==> config.mk <==
export PLATFORM = sky130hd
export DESIGN_NAME = dual_prefetch_ctl
export DESIGN_NICKNAME = d
export VERILOG_FILES = /design/src/rtl/pfb_pkg.sv /design/src/rtl/pfb_line_buf.sv /design/src/rtl/pfb_fetch_ctl.sv /design/src/rtl/pfb_read_sel.sv /design/src/rtl/dual_prefetch_ctl.sv
export SDC_FILE = /design/constraint.sdc
export NUM_CORES = 2
export LEC_CHECK = 0
export BUFFER_PORTS_ARGS = -buffer_cell sky130_fd_sc_hd__buf_2
export CAP_MARGIN = 20
export CORE_ASPECT_RATIO = 1.4
export CORE_MARGIN = 4
export CORE_UTILIZATION = 30
export DETAILED_ROUTE_END_ITERATION = 8
export SYNTH_ARGS = -nofsm -noshare
export SYNTH_HDL_FRONTEND = slang
export SYNTH_SLANG_ARGS = --single-unit
==> constraint.sdc <==
create_clock -name clk -period 13.52 [get_ports clk]
set_input_delay 2.704 -clock clk [delete_from_list [all_inputs] [get_ports clk]]
set_output_delay 2.704 -clock clk [all_outputs]
set_load 0.01 [all_outputs]
==> src/rtl/pfb_pkg.sv <==
// Shared defaults and helpers for the dual prefetch buffer controller.
// Assumes byte-addressed fetch with power-of-two line size.
package pfb_pkg;
    localparam int LINE_BYTES_DEF = 32;
    localparam int OUT_BYTES_DEF  = 16;
    localparam int ADDR_W_DEF     = 32;

    // Which of the two buffers a side currently uses.
    typedef enum logic {BUF_A = 1'b0, BUF_B = 1'b1} buf_sel_e;
endpackage

==> src/rtl/pfb_line_buf.sv <==
// One 32-byte line buffer: holds a line, a read pointer and a limit
// (bytes at or above the limit are not presented). Assumes a fill only
// arrives while empty and advance only while valid.
module pfb_line_buf #(
    parameter int LINE_BYTES = pfb_pkg::LINE_BYTES_DEF,
    parameter int OUT_BYTES  = pfb_pkg::OUT_BYTES_DEF,
    localparam int LINE_BITS = LINE_BYTES * 8,
    localparam int OFF_W     = $clog2(LINE_BYTES),
    localparam int LIM_W     = OFF_W + 1,
    localparam int CNT_W     = $clog2(OUT_BYTES + 1)
) (
    input  logic                 clk,
    input  logic                 rst_n,
    input  logic                 flush,
    input  logic                 fill_en,
    input  logic [LINE_BITS-1:0] fill_data,
    input  logic [OFF_W-1:0]     fill_off,
    input  logic [LIM_W-1:0]     fill_lim,
    input  logic                 fill_brk,
    input  logic                 adv_en,
    input  logic [CNT_W-1:0]     adv_cnt,
    output logic                 vld,
    output logic [OFF_W-1:0]     rd,
    output logic [LIM_W-1:0]     lim,
    output logic                 brk,
    output logic [LINE_BITS-1:0] data,
    output logic                 drained
);
    logic [LIM_W-1:0] next_pos;

    // Position after this cycle's consumption.
    always_comb next_pos = {1'b0, rd} + LIM_W'(adv_cnt);

    // Drain event: the last byte below the limit is consumed.
    always_comb drained = adv_en && vld && (next_pos >= lim);

    // Control state: valid flag, pointer, limit, branch-end flag.
    always_ff @(posedge clk) begin
        if (!rst_n || flush) begin
            vld <= 1'b0;
            rd  <= '0;
            lim <= '0;
            brk <= 1'b0;
        end else if (fill_en) begin
            vld <= 1'b1;
            rd  <= fill_off;
            lim <= fill_lim;
            brk <= fill_brk;
        end else if (drained) begin
            vld <= 1'b0;
        end else if (adv_en && vld) begin
            rd <= next_pos[OFF_W-1:0];
        end
    end

    // Line storage: written whole in one clock.
    always_ff @(posedge clk) begin
        if (fill_en) data <= fill_data;
    end
endmodule

==> src/rtl/pfb_fetch_ctl.sv <==
// Fill-side sequencer: which buffer is filled next, which line is requested
// and at what offset that line will be entered. Redirect has priority.
module pfb_fetch_ctl #(
    parameter int          ADDR_W     = pfb_pkg::ADDR_W_DEF,
    parameter int          LINE_BYTES = pfb_pkg::LINE_BYTES_DEF,
    parameter logic [31:0] RESET_ADDR = 32'h0,
    localparam int OFF_W  = $clog2(LINE_BYTES),
    localparam int LINE_W = ADDR_W - OFF_W
) (
    input  logic              clk,
    input  logic              rst_n,
    input  logic              redirect,
    input  logic [ADDR_W-1:0] redirect_addr,
    input  logic              fill_go,
    input  logic              take_jump,
    input  logic [ADDR_W-1:0] jump_addr,
    output pfb_pkg::buf_sel_e fill_buf,
    output logic [ADDR_W-1:0] line_addr,
    output logic [OFF_W-1:0]  entry_off
);
    logic [LINE_W-1:0] line_q;
    localparam logic [ADDR_W-1:0] RST_A = ADDR_W'(RESET_ADDR);

    // Present the current line as an aligned byte address.
    always_comb line_addr = {line_q, {OFF_W{1'b0}}};

    // Advance the line pointer, switch buffers on a usable taken prediction.
    always_ff @(posedge clk) begin
        if (!rst_n) begin
            fill_buf  <= pfb_pkg::BUF_A;
            line_q    <= RST_A[ADDR_W-1:OFF_W];
            entry_off <= RST_A[OFF_W-1:0];
        end else if (redirect) begin
            fill_buf  <= pfb_pkg::BUF_A;
            line_q    <= redirect_addr[ADDR_W-1:OFF_W];
            entry_off <= redirect_addr[OFF_W-1:0];
        end else if (fill_go && take_jump) begin
            fill_buf  <= (fill_buf == pfb_pkg::BUF_A) ? pfb_pkg::BUF_B : pfb_pkg::BUF_A;
            line_q    <= jump_addr[ADDR_W-1:OFF_W];
            entry_off <= jump_addr[OFF_W-1:0];
        end else if (fill_go) begin
            line_q    <= line_q + 1'b1;
            entry_off <= '0;
        end
    end
endmodule

==> src/rtl/pfb_read_sel.sv <==
// Read side: tracks which buffer feeds the decoder, hands over when a
// branch-terminated buffer drains, and builds the masked byte window.
module pfb_read_sel #(
    parameter int LINE_BYTES = pfb_pkg::LINE_BYTES_DEF,
    parameter int OUT_BYTES  = pfb_pkg::OUT_BYTES_DEF,
    localparam int LINE_BITS = LINE_BYTES * 8,
    localparam int OUT_BITS  = OUT_BYTES * 8,
    localparam int OFF_W     = $clog2(LINE_BYTES),
    localparam int LIM_W     = OFF_W + 1,
    localparam int CNT_W     = $clog2(OUT_BYTES + 1)
) (
    input  logic                 clk,
    input  logic                 rst_n,
    input  logic                 redirect,
    input  logic [1:0]           vld,
    input  logic [1:0]           brk,
    input  logic [1:0]           drained,
    input  logic [OFF_W-1:0]     rd0,
    input  logic [OFF_W-1:0]     rd1,
    input  logic [LIM_W-1:0]     lim0,
    input  logic [LIM_W-1:0]     lim1,
    input  logic [LINE_BITS-1:0] data0,
    input  logic [LINE_BITS-1:0] data1,
    output pfb_pkg::buf_sel_e    read_buf,
    output logic [OUT_BITS-1:0]  win_bytes,
    output logic [CNT_W-1:0]     win_count
);
    logic                 s_vld;
    logic [OFF_W-1:0]     s_rd;
    logic [LIM_W-1:0]     s_lim;
    logic [LINE_BITS-1:0] s_data;
    logic [LINE_BITS-1:0] shifted;
    logic [LIM_W-1:0]     avail;

    // Hand over to the other buffer when a branch-ended buffer drains.
    always_ff @(posedge clk) begin
        if (!rst_n || redirect) begin
            read_buf <= pfb_pkg::BUF_A;
        end else if (drained[read_buf] && brk[read_buf]) begin
            read_buf <= (read_buf == pfb_pkg::BUF_A) ? pfb_pkg::BUF_B : pfb_pkg::BUF_A;
        end
    end

    // Select the reading buffer's state.
    always_comb begin
        s_vld  = vld[read_buf];
        s_rd   = (read_buf == pfb_pkg::BUF_A) ? rd0   : rd1;
        s_lim  = (read_buf == pfb_pkg::BUF_A) ? lim0  : lim1;
        s_data = (read_buf == pfb_pkg::BUF_A) ? data0 : data1;
    end

    // Count of presentable bytes, clipped to the window width.
    always_comb begin
        avail = s_lim - {1'b0, s_rd};
        if (!s_vld)
            win_count = '0;
        else if (avail >= LIM_W'(OUT_BYTES))
            win_count = CNT_W'(OUT_BYTES);
        else
            win_count = CNT_W'(avail);
    end

    // Align the line so the read pointer lands on byte 0.
    always_comb shifted = s_data >> {s_rd, 3'b000};

    // Zero every window byte at or above the count.
    for (genvar j = 0; j < OUT_BYTES; j++) begin : g_mask
        localparam logic [CNT_W-1:0] JV = CNT_W'(j);
        assign win_bytes[8*j +: 8] = (JV < win_count) ? shifted[8*j +: 8] : 8'h00;
    end
endmodule

==> src/rtl/dual_prefetch_ctl.sv <==
// Top of the dual prefetch buffer controller. Two line buffers in
// ping-pong: one is filled from the cache at a time, a usable taken BTB
// prediction moves filling to the other buffer at the target line.
// Assumes the BTB answers combinationally for req_addr and dec_consume
// never exceeds dec_count.
module dual_prefetch_ctl #(
    parameter int          ADDR_W     = pfb_pkg::ADDR_W_DEF,
    parameter int          LINE_BYTES = pfb_pkg::LINE_BYTES_DEF,
    parameter int          OUT_BYTES  = pfb_pkg::OUT_BYTES_DEF,
    parameter logic [31:0] RESET_ADDR = 32'h0,
    localparam int LINE_BITS = LINE_BYTES * 8,
    localparam int OUT_BITS  = OUT_BYTES * 8,
    localparam int OFF_W     = $clog2(LINE_BYTES),
    localparam int LIM_W     = OFF_W + 1,
    localparam int CNT_W     = $clog2(OUT_BYTES + 1)
) (
    input  logic                 clk,
    input  logic                 rst_n,
    output logic                 req_valid,
    output logic [ADDR_W-1:0]    req_addr,
    input  logic                 rsp_valid,
    input  logic [LINE_BITS-1:0] rsp_data,
    input  logic                 btb_hit,
    input  logic                 btb_taken,
    input  logic [ADDR_W-1:0]    btb_target,
    input  logic [OFF_W-1:0]     btb_brk_off,
    output logic                 dec_valid,
    output logic [OUT_BITS-1:0]  dec_bytes,
    output logic [CNT_W-1:0]     dec_count,
    input  logic [CNT_W-1:0]     dec_consume,
    input  logic                 redirect,
    input  logic [ADDR_W-1:0]    redirect_addr
);
    pfb_pkg::buf_sel_e    fill_buf;
    pfb_pkg::buf_sel_e    read_buf;
    logic [OFF_W-1:0]     entry_off;
    logic                 fill_go;
    logic                 take_jump;
    logic [LIM_W-1:0]     fill_lim;
    logic [1:0]           vld, brk, drained;
    logic [OFF_W-1:0]     rd   [2];
    logic [LIM_W-1:0]     lim  [2];
    logic [LINE_BITS-1:0] data [2];

    // Request while the fill buffer is empty and no restart is under way.
    always_comb req_valid = !vld[fill_buf] && !redirect;

    // Line accepted this cycle.
    always_comb fill_go = req_valid && rsp_valid;

    // Prediction is usable only if the branch lies at or after the entry point.
    always_comb take_jump = btb_hit && btb_taken && (btb_brk_off >= entry_off);

    // Limit: cut after the branch's last byte, else the whole line.
    always_comb fill_lim = take_jump ? ({1'b0, btb_brk_off} + 1'b1) : LIM_W'(LINE_BYTES);

    pfb_fetch_ctl #(
        .ADDR_W(ADDR_W), .LINE_BYTES(LINE_BYTES), .RESET_ADDR(RESET_ADDR)
    ) u_fetch (
        .clk(clk), .rst_n(rst_n),
        .redirect(redirect), .redirect_addr(redirect_addr),
        .fill_go(fill_go), .take_jump(take_jump), .jump_addr(btb_target),
        .fill_buf(fill_buf), .line_addr(req_addr), .entry_off(entry_off)
    );

    for (genvar i = 0; i < 2; i++) begin : g_buf
        pfb_line_buf #(.LINE_BYTES(LINE_BYTES), .OUT_BYTES(OUT_BYTES)) u_buf (
            .clk(clk), .rst_n(rst_n), .flush(redirect),
            .fill_en(fill_go && (fill_buf == pfb_pkg::buf_sel_e'(i))),
            .fill_data(rsp_data), .fill_off(entry_off),
            .fill_lim(fill_lim), .fill_brk(take_jump),
            .adv_en((read_buf == pfb_pkg::buf_sel_e'(i)) && !redirect),
            .adv_cnt(dec_consume),
            .vld(vld[i]), .rd(rd[i]), .lim(lim[i]), .brk(brk[i]),
            .data(data[i]), .drained(drained[i])
        );
    end

    pfb_read_sel #(.LINE_BYTES(LINE_BYTES), .OUT_BYTES(OUT_BYTES)) u_read (
        .clk(clk), .rst_n(rst_n), .redirect(redirect),
        .vld(vld), .brk(brk), .drained(drained),
        .rd0(rd[0]), .rd1(rd[1]), .lim0(lim[0]), .lim1(lim[1]),
        .data0(data[0]), .data1(data[1]),
        .read_buf(read_buf), .win_bytes(dec_bytes), .win_count(dec_count)
    );

    // Window is valid exactly when it holds bytes.
    always_comb dec_valid = (dec_count != '0);
endmodule

==> metrics.txt <==
outcome finished with violations; violated checks design-rule violations; Final setup viols 0; CTS tree done; pwr dens between 90 and 100 nW/um^2; crit path launch type flop; worst skew pair latency between 0.6 and 0.7 ns; setup_tns 0 ns; GRT overflow 0; fmax approximately 110 MHz; Initial DRT Pass Iterations 9; RePlAce Congestion 1.04; postcts setup bufs 0; GRT Total Usage 27.6%; vias in the first global route 33,700; routed vias about 35,000; Area growth syn-to-layout 15.9%; most frequent CP cell buf_4; fillcell total 12,600; CTS clock-pin slew for the worst setup and hold paths 0.06 ns; Main synth FF type edfxtp_1; r2r setup slk 9.18 ns; sequential area share after synthesis 44.2%; Post-synth EDFFs 512; fin crit share 65.1%; reg-to-reg critical path endpoint g_buf[1].u_buf.data[180]$_DFFE_PP_; WP buf/inv 6; CP Launch Point u_read.read_buf$_SDFFE_PP0P_; standard-cell rows 153; clock root buffer clkbuf_16; fin. max-slew vios 0; crit path kind reg -> out; crit path DAT 6.10 ns; initial antenna violation count 89; Worst Skew between 0.03 and 0.04 ns; worst reg2reg path startpoint u_fetch.fill_buf$_SDFFE_PP0P_; IO buf count 497; Final nets 4,266; post-DP HPWL 143,000 um; Hold WC Path Type reg -> reg; max_cap viols 0; commonest non-fill, non-tap cell in the layout mux2i_1; ranking of synthesized cells by area edfxtp_1 41%, mux2i_1 17%, nand2_1 4.1%; crit path time final 8.81 ns; cell count of the worst reg-to-reg path 6; delay-heaviest family, CP buffers and inverters; Worst setup EP type primary output; Die Y-Extent 426 um; cts repair resizes 0; Worst Setup EP dec_bytes[3]; commonest cells after routing, fill and taps aside 649 x mux2i_1, 512 x edfxtp_1, 501 x buf_2; routed wire length per instance 33.8 um; synthesized area per cell 10.6 um^2; Max clock buf depth 3; share of cells above drive strength 1 22.3%; Yosys top cell by area edfxtp_1; synthesis warning total 0; drt total wl 189,000 um; crit path max fanout 44; maximum VDD drop 105 uV; Num CTS Buffers 57; H-tree Lvls 2; Slew @ Worst Pin between 1 and 1.5 ns; die width 307 um; die area 131,000 um^2; Levels on crit path 14; Fin. Hold Viols 0; antenna-violating nets left 0; pin count of the biggest net entering global routing 127; RSZ-0062 raised after global routing no; Slew HR 18.8%; Cell Area, Synth ~38,000 um^2; initial core utilization between 30% and 40%; FFs w/ async S/R, synth 0%; synth unique cells 78; CP cell instances buf_4, mux2_4, inv_2, buf_4, ha_1, and2_1, o311ai_0, a21oi_1, nor3_2, buf_4, o21ai_1, buf_4, nor4_1, buf_2; max incr delay on CP 0.83 ns; I/O Pins slightly above 500; first-pass GRT wire length 259,000 um; vias per inst ~6.2; drc violations 9; hold buffer count at cts 0; initial drt markers 5,034; Clock Sinks 572; share of the core filled with cells 35.0%; slowest stage cell, crit path nor4_1; leak pwr 15.4 nW; post-synth top area share 41.0%; area of the core 124,000 um^2; cell count after synthesis 3,533; Worst Path Required 10.82 ns; #FFs+latches synth 572
[flip-flops by register name, summed over array words and instances (netlist names)]
name	flops
g_buf.u_buf.data	512
u_fetch.line_q	27
g_buf.u_buf.lim	12
g_buf.u_buf.rd	10
u_fetch.entry_off	5
g_buf.u_buf.brk	2
g_buf.u_buf.vld	2
u_fetch.fill_buf	1
u_read.read_buf	1
[how the worst min path moves through the flow]
stage | startpoint | cells past startpoint | slack, ns | to
2_1_floorplan | g_buf[0].u_buf.lim[1]$_SDFFE_PP0P_ | 2 | 0.44 | g_buf[0].u_buf.lim[1]$_SDFFE_PP0P_
3_3_place_gp | g_buf[0].u_buf.lim[2]$_SDFFE_PP0P_ | 2 | 0.44 | g_buf[0].u_buf.lim[2]$_SDFFE_PP0P_
3_5_place_dp | g_buf[0].u_buf.lim[2]$_SDFFE_PP0P_ | 2 | 0.45 | g_buf[0].u_buf.lim[2]$_SDFFE_PP0P_
4_1_cts | g_buf[1].u_buf.brk$_SDFFE_PP0P_ | 2 | 0.46 | g_buf[1].u_buf.brk$_SDFFE_PP0P_
5_1_grt | g_buf[1].u_buf.brk$_SDFFE_PP0P_ | 2 | 0.48 | g_buf[1].u_buf.brk$_SDFFE_PP0P_
6_report | g_buf[0].u_buf.brk$_SDFFE_PP0P_ | 2 | 0.46 | g_buf[0].u_buf.brk$_SDFFE_PP0P_
[stage by stage]
stage / instances / setup slack [ns] / hold WS (ns) / power, mW / cell area (um^2)
CTS: 5565 / 4.70 / 0.460 / 4.32 / 43400
global placement: 5454 / 5.41 / 0.443 / 2.68 / 41500
finish: 5600 / 4.71 / 0.461 / 4.32 / 43500
floorplan: 3537 / 3.10 / 0.436 / 2.39 / 37500
detailed placement: 5460 / 5.42 / 0.448 / 2.68 / 41500
global route: 5574 / 4.48 / 0.481 / 4.43 / 43400
[logic make-up after synthesis]
kind of cell / Yosys count / share of synthesized area [%]
xor+xnor: 28 / 0.654
compound gates: 897 / 16.2
flops: 572 / 44.2
simple gates: 862 / 10.2
buf+inv: 339 / 4.08
fa+ha+maj: 37 / 1.29
mux: 797 / 23.3
other cells: 1 / 0.00999
[power breakdown]
group / internal (mW) / total [mW] / switching [mW] / leakage [nW]
logic: 0.214 / 0.655 / 0.441 / 9.30
clock network: 0.909 / 1.64 / 0.735 / 0.905
registers: 1.98 / 2.02 / 0.0377 / 5.19
[cells in the mapped netlist (34+ instances only)]
master    instances
a211oi_1         47
a21oi_1         154
a22oi_1         165
a31oi_1          37
buf_2           113
clkbuf_1        127
dfxtp_1          60
edfxtp_1        512
ha_1             34
inv_1            37
mux2_2           95
mux2i_1         649
mux4_2           52
nand2_1         407
nand3_1          98
nor2_1          165
nor3_1           58
nor4_1           39
o211ai_1         48
o21ai_0          75
o22ai_1         186
[area by class of cell]
cell class / instances / area, um^2 / area share (%)
well taps: 1627 / 2040 / 4.68
inverters: 42 / 181 / 0.417
repair buffers: 594 / 3230 / 7.42
clock buffers: 63 / 1450 / 3.33
diodes: 34 / 85.1 / 0.196
flip-flops and latches: 572 / 16600 / 38.1
multi-input cells: 2626 / 19500 / 44.9
clock inverters: 42 / 415 / 0.955
[worst reg2reg max path: stages, from the launching register on]
cell and delay, ns:
dfxtp_1 0.38, mux2i_1 0.26, and3_1 0.23, nand2_1 0.45, inv_8 0.69, buf_4 0.94
buf_4 0.91
[routing by layer]
layer	global-route usage (%)	share of wire (%)
met4	16.3	7.5
met2	43.3	44
met3	8.96	12
met1	33.2	37
met5	0	0.19
Power figures use the tool's default switching activity.
